==> config.mk <==
export PLATFORM = sky130hd
export DESIGN_NAME = uptimer_cc
export DESIGN_NICKNAME = d
export VERILOG_FILES = /design/src/rtl/uptimer_cc.sv
export SDC_FILE = /design/constraint.sdc
export NUM_CORES = 1
export LEC_CHECK = 0
export ABC_CLOCK_PERIOD_IN_PS = 10290
export CAP_MARGIN = 20
export CORE_MARGIN = 4
export CORE_UTILIZATION = 45
export CTS_CLUSTER_DIAMETER = 50
export CTS_CLUSTER_SIZE = 28
export DETAILED_ROUTE_END_ITERATION = 16
export DONT_BUFFER_PORTS = 1
export GPL_TIMING_DRIVEN = 1
export HOLD_SLACK_MARGIN = 0.15
export MAX_ROUTING_LAYER = met4
export SYNTH_ARGS = -nofsm -noshare
export SYNTH_HDL_FRONTEND = slang
export SYNTH_SLANG_ARGS = --single-unit
==> constraint.sdc <==
create_clock -name clk -period 10.29 [get_ports clk]
set_input_delay 0.5145 -clock clk [delete_from_list [all_inputs] [get_ports clk]]
set_output_delay 0.5145 -clock clk [all_outputs]
set_load 0.01 [all_outputs]
==> src/rtl/uptimer_cc.sv <==
module uptimer_cc #(
  parameter int CNT_W  = 16,
  parameter int NCH    = 6,
  parameter int ND_W   = 2,
  parameter int EX_W   = 3,
  parameter int ADDR_W = 4
) (
  input  logic              clk,
  input  logic              rst_n,
  input  logic              tick_a,
  input  logic              tick_b,
  input  logic              ext_pin,
  input  logic              bus_wr,
  input  logic              bus_rd,
  input  logic [ADDR_W-1:0] bus_addr,
  input  logic [CNT_W-1:0]  bus_wdata,
  output logic [CNT_W-1:0]  bus_rdata,
  output logic              irq
);

  localparam int NSRC   = NCH + 1;
  localparam int PRE_W  = (1 << ND_W) - 1;
  localparam int A_CFG  = 0;
  localparam int A_RUN  = 1;
  localparam int A_PER  = 2;
  localparam int A_FLG  = 3;
  localparam int A_IEN  = 4;
  localparam int A_VEC  = 5;
  localparam int A_CNT  = 6;
  localparam int A_THR  = 8;
  localparam int CFG_W  = 2 + ND_W + EX_W;

  logic [1:0]       src_sel;
  logic [ND_W-1:0]  nd;
  logic [EX_W-1:0]  ex;
  logic             run;
  logic [CNT_W-1:0] period, cnt, cnt_nxt;
  logic [CNT_W-1:0] thr [NCH];
  logic [NSRC-1:0]  flg, ien, vec_hit, vec_clr;
  logic [CNT_W-1:0] vec_code, rd_mux;
  logic [PRE_W-1:0] pre1, nd_lim;
  logic [EX_W-1:0]  pre2;
  logic [2:0]       ext_s;
  logic             src_tick, div1_tick, cnt_tick, wrap;
  logic             wr_cfg, wr_run, wr_per, wr_flg, wr_ien, rd_vec;
  logic [NCH-1:0]   thr_wr;

  assign wr_cfg = bus_wr && bus_addr == ADDR_W'(A_CFG);
  assign wr_run = bus_wr && bus_addr == ADDR_W'(A_RUN);
  assign wr_per = bus_wr && bus_addr == ADDR_W'(A_PER);
  assign wr_flg = bus_wr && bus_addr == ADDR_W'(A_FLG);
  assign wr_ien = bus_wr && bus_addr == ADDR_W'(A_IEN);
  assign rd_vec = bus_rd && bus_addr == ADDR_W'(A_VEC);

  // tick source selection and external pin synchronizer
  always_ff @(posedge clk) begin
    if (!rst_n) ext_s <= '0;
    else        ext_s <= {ext_s[1:0], ext_pin};
  end

  always_comb begin
    case (src_sel)
      2'd0:    src_tick = tick_a;
      2'd1:    src_tick = tick_b;
      2'd2:    src_tick = ext_s[1] & ~ext_s[2];
      default: src_tick = 1'b0;
    endcase
  end

  // cascaded dividers
  assign nd_lim    = ~(~PRE_W'(0) << nd);
  assign div1_tick = run && src_tick && pre1 == nd_lim;
  assign cnt_tick  = div1_tick && pre2 == ex;

  always_ff @(posedge clk) begin
    if (!rst_n || wr_cfg) begin
      pre1 <= '0;
      pre2 <= '0;
    end else begin
      if (run && src_tick) pre1 <= div1_tick ? '0 : pre1 + 1'b1;
      if (div1_tick)       pre2 <= cnt_tick ? '0 : pre2 + 1'b1;
    end
  end

  // configuration, run control, period, enables
  always_ff @(posedge clk) begin
    if (!rst_n) begin
      src_sel <= '0;
      nd      <= '0;
      ex      <= '0;
      run     <= 1'b0;
      period  <= '0;
      ien     <= '0;
    end else begin
      if (wr_cfg) begin
        src_sel <= bus_wdata[1:0];
        nd      <= bus_wdata[2 +: ND_W];
        ex      <= bus_wdata[2+ND_W +: EX_W];
        run     <= 1'b0;
      end else if (wr_run) begin
        run     <= bus_wdata[0];
      end
      if (wr_per) period <= bus_wdata;
      if (wr_ien) ien    <= bus_wdata[NSRC-1:0];
    end
  end

  // shared up counter
  assign wrap    = cnt >= period;
  assign cnt_nxt = wrap ? '0 : cnt + 1'b1;

  always_ff @(posedge clk) begin
    if (!rst_n || wr_cfg) cnt <= '0;
    else if (cnt_tick)    cnt <= cnt_nxt;
  end

  // thresholds and pending flags
  generate
    for (genvar k = 0; k < NCH; k++) begin : g_thr
      assign thr_wr[k] = bus_wr && bus_addr == ADDR_W'(A_THR + k);
      always_ff @(posedge clk) begin
        if (!rst_n)         thr[k] <= '0;
        else if (thr_wr[k]) thr[k] <= bus_wdata;
      end
    end

    for (genvar i = 0; i < NSRC; i++) begin : g_flg
      logic set_i, soft_clr_i;
      assign soft_clr_i = (wr_flg && bus_wdata[i]) || vec_clr[i];
      if (i == 0) begin : g_main
        assign set_i = cnt_tick && wrap;
        always_ff @(posedge clk) begin
          if (!rst_n || wr_cfg) flg[i] <= 1'b0;
          else if (set_i)       flg[i] <= 1'b1;
          else if (soft_clr_i)  flg[i] <= 1'b0;
        end
      end else begin : g_ch
        assign set_i = cnt_tick && cnt_nxt == thr[i-1] && thr[i-1] < period;
        always_ff @(posedge clk) begin
          if (!rst_n || thr_wr[i-1]) flg[i] <= 1'b0;
          else if (set_i)            flg[i] <= 1'b1;
          else if (soft_clr_i)       flg[i] <= 1'b0;
        end
      end
    end
  endgenerate

  // priority vector: lowest channel first, period event last
  always_comb begin
    vec_code = '0;
    vec_hit  = '0;
    if (flg[0]) begin
      vec_code = CNT_W'(2 * NSRC);
      vec_hit  = NSRC'(1);
    end
    for (int i = NCH; i >= 1; i--) begin
      if (flg[i]) begin
        vec_code = CNT_W'(2 * i);
        vec_hit  = NSRC'(1) << i;
      end
    end
  end

  assign vec_clr = rd_vec ? vec_hit : '0;
  assign irq     = |(flg & ien);

  // register read port
  always_comb begin
    rd_mux = '0;
    case (bus_addr)
      ADDR_W'(A_CFG): rd_mux = CNT_W'({ex, nd, src_sel});
      ADDR_W'(A_RUN): rd_mux = CNT_W'(run);
      ADDR_W'(A_PER): rd_mux = period;
      ADDR_W'(A_FLG): rd_mux = CNT_W'(flg);
      ADDR_W'(A_IEN): rd_mux = CNT_W'(ien);
      ADDR_W'(A_VEC): rd_mux = vec_code;
      ADDR_W'(A_CNT): rd_mux = cnt;
      default: begin
        for (int k = 0; k < NCH; k++)
          if (bus_addr == ADDR_W'(A_THR + k)) rd_mux = thr[k];
      end
    endcase
  end

  always_ff @(posedge clk) begin
    if (!rst_n)      bus_rdata <= '0;
    else if (bus_rd) bus_rdata <= rd_mux;
  end

  // assertions
  a_r2_wrap: assert property (@(posedge clk) disable iff (!rst_n)
    (cnt_tick && cnt == period && !wr_cfg) |=> (cnt == '0 && flg[0]));

  a_r3_hold: assert property (@(posedge clk) disable iff (!rst_n)
    (!run && !wr_cfg) |=> $stable(cnt));

  a_r7_idle_vec: assert property (@(posedge clk) disable iff (!rst_n)
    (rd_vec && flg == '0) |=> bus_rdata == '0);

  a_r12_cfg_reset: assert property (@(posedge clk) disable iff (!rst_n)
    wr_cfg |=> (cnt == '0 && !run && !flg[0]));

  a_r9_irq_src: assert property (@(posedge clk) disable iff (!rst_n)
    irq |-> (flg != '0 && ien != '0));

  generate
    for (genvar k = 0; k < NCH; k++) begin : g_chk
      a_r5_thr_clear: assert property (@(posedge clk) disable iff (!rst_n)
        thr_wr[k] |=> !flg[k+1]);
    end
  endgenerate

  logic unused_ok;
  assign unused_ok = ^{CFG_W'(0)};

endmodule

# Word-level counts from Yosys, hierarchy flattened

Memories as Yosys holds them, arrays and structs flattened.
Index checks and enable logic that the tools add are counted.

Register bits: 79
Memory bits (writable): 96
Input bits: 27
Output and inout bits: 17
Logic and storage cells: 189
Memories: 1

Add/sub/neg operators: 3
Order comparisons: 7
Equal/unequal tests: 22
Shift operators: 1
Mux-type cells: 65
Bitwise operators: 11
Reductions and logical operators: 61

Memories:

| name | words | width | rd ports | clocked after Yosys merged registers in | wr ports | line | source |
|---|---|---|---|---|---|---|---|
| thr  | 6     | 16    | 6        | 0                                       | 6        | 38   | `logic [CNT_W-1:0] thr [NCH];` |

Operator list:

| cell                    | number |
|---|---|
| $mux W16                | 19 |
| $pmux W16 S7            | 1 |
| $eq A16 B16 Y1          | 6 |
| $lt A16 B16 Y1          | 6 |
| $mux W7                 | 7 |
| $logic_and A1 B1 Y1     | 35 |
| $mux W1                 | 34 |
| $eq A4 B4 Y1 const B    | 6 |
| $add A16 B1 Y16 const B | 1 |
| $ge A16 B16 Y1          | 1 |
| $logic_or A1 B1 Y1      | 14 |
| $reduce_bool A2 Y1      | 7 |
| $eq A4 B3 Y1 const B    | 3 |
| $eq A4 B2 Y1 const B    | 2 |
| $and A7 B7 Y7           | 1 |
| $reduce_or A7 Y1        | 1 |
| $add A3 B1 Y3 const B   | 2 |
| $eq A3 B3 Y1            | 2 |
| $mux W3                 | 2 |
| $or A1 B1 Y1            | 6 |
| $eq A4 B1 Y1 const B    | 1 |
| $logic_not A4 Y1        | 1 |
| $mux W4                 | 1 |
| $not A3 Y3              | 1 |
| 9 further kinds         | 10 |

# Depth between registers and ports, before layout

Word-level depth: 11
Mapped depth: 15
Gate-level depth less buffers: 11

# Least setup slack after synthesis

Ideal clock, no wire load.

Path kind: register to register
From: reg cnt[0]
To: reg flg[4]
Library setup time: 0.076 ns
Data arrival time: 3.387 ns
Required time: 10.214 ns
Path slack: 6.827 ns
Cell stages (with the launch flop): 13
Path buffers: 1
Clock period less this slack: 3.463 ns
Path through: dfxtp_1 > clkbuf_1 > inv_1 > ha_1 > nand2b_1 > a2111o_1 > o2111ai_1 > nand4_1 > xor2_1 > nand3_1 > or4b_1 > or4_1 > o21ai_1

Cells in the longest elaborated chain, start to end: 6
Elaborated cells between the ends (all ways): 8
Classes of those cells: add/sub: 1; order compare: 1; eq/ne: 1; mux: 2; reduce/logical: 3

Ends and longest elaborated chain:

| element                                                  | line     | source |
|---|---|---|
| start, declared                                          | 37       | `logic [CNT_W-1:0] period, cnt, cnt_nxt;` |
| start signal, assigned                                   | 114      | `else if (cnt_tick) cnt <= cnt_nxt;` |
| $add A16 B1 Y16 / $ge A16 B16 Y1 (equally long branches) | 110, 109 |  |
| $mux W16 *                                               | 110      | `assign cnt_nxt = wrap ? '0 : cnt + 1'b1;` |
| $eq A16 B16 Y1 *                                         | 138      | `assign set_i = cnt_tick && cnt_nxt == thr[i-1] && thr[i-1] < period;` |
| $logic_and A1 B1 Y1 * (2 in series)                      | 138      |  |
| $mux W1 / $reduce_bool A2 Y1 (equally long branches)     | -        |  |
| end signal, assigned by index                            | 140      | `if (!rst_n \|\| thr_wr[i-1]) flg[i] <= 1'b0;` |
| end signal, assigned by index                            | 141      | `else if (set_i) flg[i] <= 1'b1;` |
| end signal, assigned by index                            | 142      | `else if (soft_clr_i) flg[i] <= 1'b0;` |
| end, declared                                            | 39       | `logic [NSRC-1:0] flg, ien, vec_hit, vec_clr;` |

Every way passes the cells marked *; elsewhere a longest branch is shown, timed or not.
A chain may end at the register's enable or synchronous reset.

# Final worst setup path

Same ends and word-level chain as after synthesis.

==> flow_metrics.env <==
export IMPL_p_seq_frac=0.496
export IMPL_synthSimpleGateAreaFrac=0.207
export IMPL_cts_sinks=175
export IMPL_post_synth_cell_area_avg_um2=9.22
export IMPL_start_kind="flop"
export IMPL_setup_ws_ns=5.91
export IMPL_register_area_um2=4460
export IMPL_io_pins=44
export IMPL_min_path_cells=1
export IMPL_syn_inst=1334
export IMPL_netlist_area_um2=12300
export IMPL_p_int_mw=1.16
export IMPL_hp_class="input pin to flop"
export IMPL_pwr_share_comb=0.104
export IMPL_synth_top_family_by_area="compound AO/OA/AOI/OAI gates"
export IMPL_vias=11300
export IMPL_viasPerCell=6.82
export IMPL_dp_cells=1626
export IMPL_power_switching_mw=0.510
export IMPL_synth_common_cells="ha_1 (109), and2_1 (101), edfxtp_1 (96)"
export IMPL_grt_pass1_wl_mm=70.0
export IMPL_core_um2=27000
export IMPL_tightest_slew_ns=1.11
export IMPL_drc=0
export IMPL_cpPeakStageDelay_ns=0.64
export IMPL_post_synth_top_area_cell="edfxtp_1"
export IMPL_max_cap_violations=0
export IMPL_ys_seq_area_frac=0.363
export IMPL_period_share=0.426
export IMPL_wl_per_cell_um=28.7
export IMPL_cts_tree="built"
export IMPL_antenna_found_initial=0
export IMPL_dieHeight_um=173
export IMPL_synth_compound_area_frac=0.215
export IMPL_die_w_um=173
export IMPL_routabilityCongestion=1.01
export IMPL_root_buffer="clkbuf_16"
export IMPL_fin_hold_ws_ns=0.179
export IMPL_skew_ns=0.0185
export IMPL_setup_viol=0
export IMPL_min_period_ns=4.38
export IMPL_nNetsFinal=1441
export IMPL_ir_worst_vdd_mv=0.113
export IMPL_synth_edf_count=96
export IMPL_detail_route_antenna_nets=0
export IMPL_dieArea_um2=30100
export IMPL_critical_path_class="flop to flop"
export IMPL_tns_ns=0
export IMPL_critPathMaxFanout=47
export IMPL_portBuffers=0
export IMPL_critPathCaptureType="flop"
export IMPL_rsz0062_at_grt="no"
export IMPL_cp_arrival_ns=4.76
export IMPL_fillers=2526
export IMPL_cts_max_path_buffers=2
export IMPL_crit_slowest_cell="dfxtp_1"
export IMPL_synth_cell_type_count=71
export IMPL_clockPowerShare=0.400
export IMPL_firstDrtPassIters=8
export IMPL_drt_iter0_markers=1866
export IMPL_ys_flop_type="edfxtp_1"
export IMPL_yosysMostFrequentCell="ha_1"
export IMPL_yosys_area_share_adder=0.111
export IMPL_cts_hold_buf=0
export IMPL_switching_share=0.305
export IMPL_instances_no_fill=1659
export IMPL_cp_data_required_time_ns=10.67
export IMPL_synth_mux_area_frac=0.0133
export IMPL_routed_wl_mm=47.6
export IMPL_n_antenna_cell=0
export IMPL_slew_headroom=0.257
export IMPL_synth_nets=1470
export IMPL_status="finished, final reports clean"
export IMPL_multi_input_comb_area_um2=7440
export IMPL_synth_xor_area_frac=0.0575
export IMPL_netlist_top_cells_area="edfxtp_1 (23%), dfxtp_1 (13%), ha_1 (11%), and2_1 (5.1%), a21oi_1 (3.3%)"
export IMPL_synth_top_area_share=0.234
export IMPL_ys_seq_elements=175
export IMPL_cts_buffers=17
export IMPL_cts_repair_resized=0
export IMPL_path_cells="inv_1 > ha_1 > nand2b_1 > a2111o_1 > o2111ai_1 > nand3_2 > buf_4 > o21ai_0 > nand3_1 > or4b_1 > or4_1 > o21ai_1"
export IMPL_cts_setup_buffers=0
export IMPL_track_usage=0.317
export IMPL_async_flop_share=0
export IMPL_place_ws_ns=5.96
export IMPL_overflow=0
export IMPL_clk_pin_slew_ns=0.09
export IMPL_placementRows=60
export IMPL_hold_viol=0
export IMPL_clock_fmax_mhz=228
export IMPL_grt_pass1_vias=10500
export IMPL_ys_warn_count=0
export IMPL_pwr_density_cell_nw_per_um2=127
export IMPL_area_growth_pct=7.33
export IMPL_cellLeakagePower_nw=4.55
export IMPL_drv_slew=0
export IMPL_r2r_cells=12
export IMPL_h_tree_depth=4
export IMPL_clock_latency_ns=0.45
export IMPL_initial_core_util=0.457
export IMPL_grt_max_degree=64
export IMPL_drive_gt1_frac=0.0546
export IMPL_place_hpwl_mm=34.6
per-stage QoR:
step | power, mW | cell area (um^2) | util
detailed placement | 1.01 | 12600 | 0.468
global route | 1.72 | 13200 | 0.490
floorplan | 0.943 | 12300 | -
global placement | 1.01 | 12600 | 0.468
finish | 1.67 | 13200 | 0.490
CTS | 1.67 | 13200 | 0.490
flip-flops by register name, summed over array words and instances, names as in the netlist:
register	cells
bus_rdata	16
flg	7
thr	96
cnt	16
ext_s	3
nd	2
src_sel	2
ex	3
pre2	3
run	1
pre1	3
ien	7
period	16
layout by cell type, fill, tap and decap left out, types with 11 or more instances in the layout:
master / instances
dfxtp_1: 79
a21oi_1: 82
and2_1: 101
nor4_1: 12
a22o_1: 29
nor3_1: 18
inv_1: 27
edfxtp_1: 96
nor2b_1: 18
a31oi_1: 45
a221oi_1: 25
ha_1: 109
nand2b_1: 17
nand4_1: 25
and3_1: 11
nand3_1: 35
clkbuf_16: 17
o21ai_0: 66
a22oi_1: 11
a21o_1: 27
o32ai_1: 20
nand2_1: 92
xnor2_1: 39
nor2_1: 78
a21boi_0: 25
nor4b_1: 18
buf_4: 26
mux2i_1: 13
xor2_1: 38
cells by family after synthesis:
family,Yosys count
XOR/XNOR,79
AND/OR/NAND/NOR,464
adder cells (fa/ha/maj),109
multiplexers,16
buffers and inverters,101
AO/OA/AOI/OAI,390
flip-flops,175
area by class of cell:
cell class,instances,area share
multi-input cells,1058,0.563
flip-flops and latches,175,0.338
clock buffers,18,0.0325
well taps,341,0.0323
repair buffers,26,0.0148
clock inverters,14,0.0113
inverters,27,0.00767
path summary, 6_finish.rpt:
check	from	endpoint	slack (ns)
max reg2reg	cnt[0]$_SDFFE_PP0P_	flg[4]$_SDFFE_PP0P_	5.91
min reg2reg	ext_s[0]$_SDFF_PN0_	ext_s[1]$_SDFF_PN0_	0.44
max	cnt[0]$_SDFFE_PP0P_	flg[4]$_SDFFE_PP0P_	5.91
min	bus_rd	bus_rdata[9]$_SDFFE_PN0P_	0.18
critical path, delay by kind of cell, from the launching register on:
| kind | cells | cell delay [ns] |
|---|---|---|
| compound gates | 4 | 0.91 |
| fa+ha+maj | 1 | 0.30 |
| buf+inv | 2 | 0.69 |
| flops | 1 | 0.64 |
| simple gates | 5 | 1.77 |
power groups by stage:
stage	clock (mW)	sequential, mW	combinational [mW]
3_3_place_gp	0	0.842	0.168
3_5_place_dp	0	0.842	0.170
5_1_grt	0.699	0.829	0.191
2_1_floorplan	0	0.809	0.133
4_1_cts	0.671	0.826	0.171
6_report	0.668	0.830	0.174
layer usage:
layer	vias to the layer above	track usage	routed length [um]
li1	5010	-	-
met1	5466	0.441	19900
met2	714	0.476	20900
met3	130	0.0480	4880
met4	0	0.105	1900
met5	-	-	0
Power figures use the tool's default switching activity.
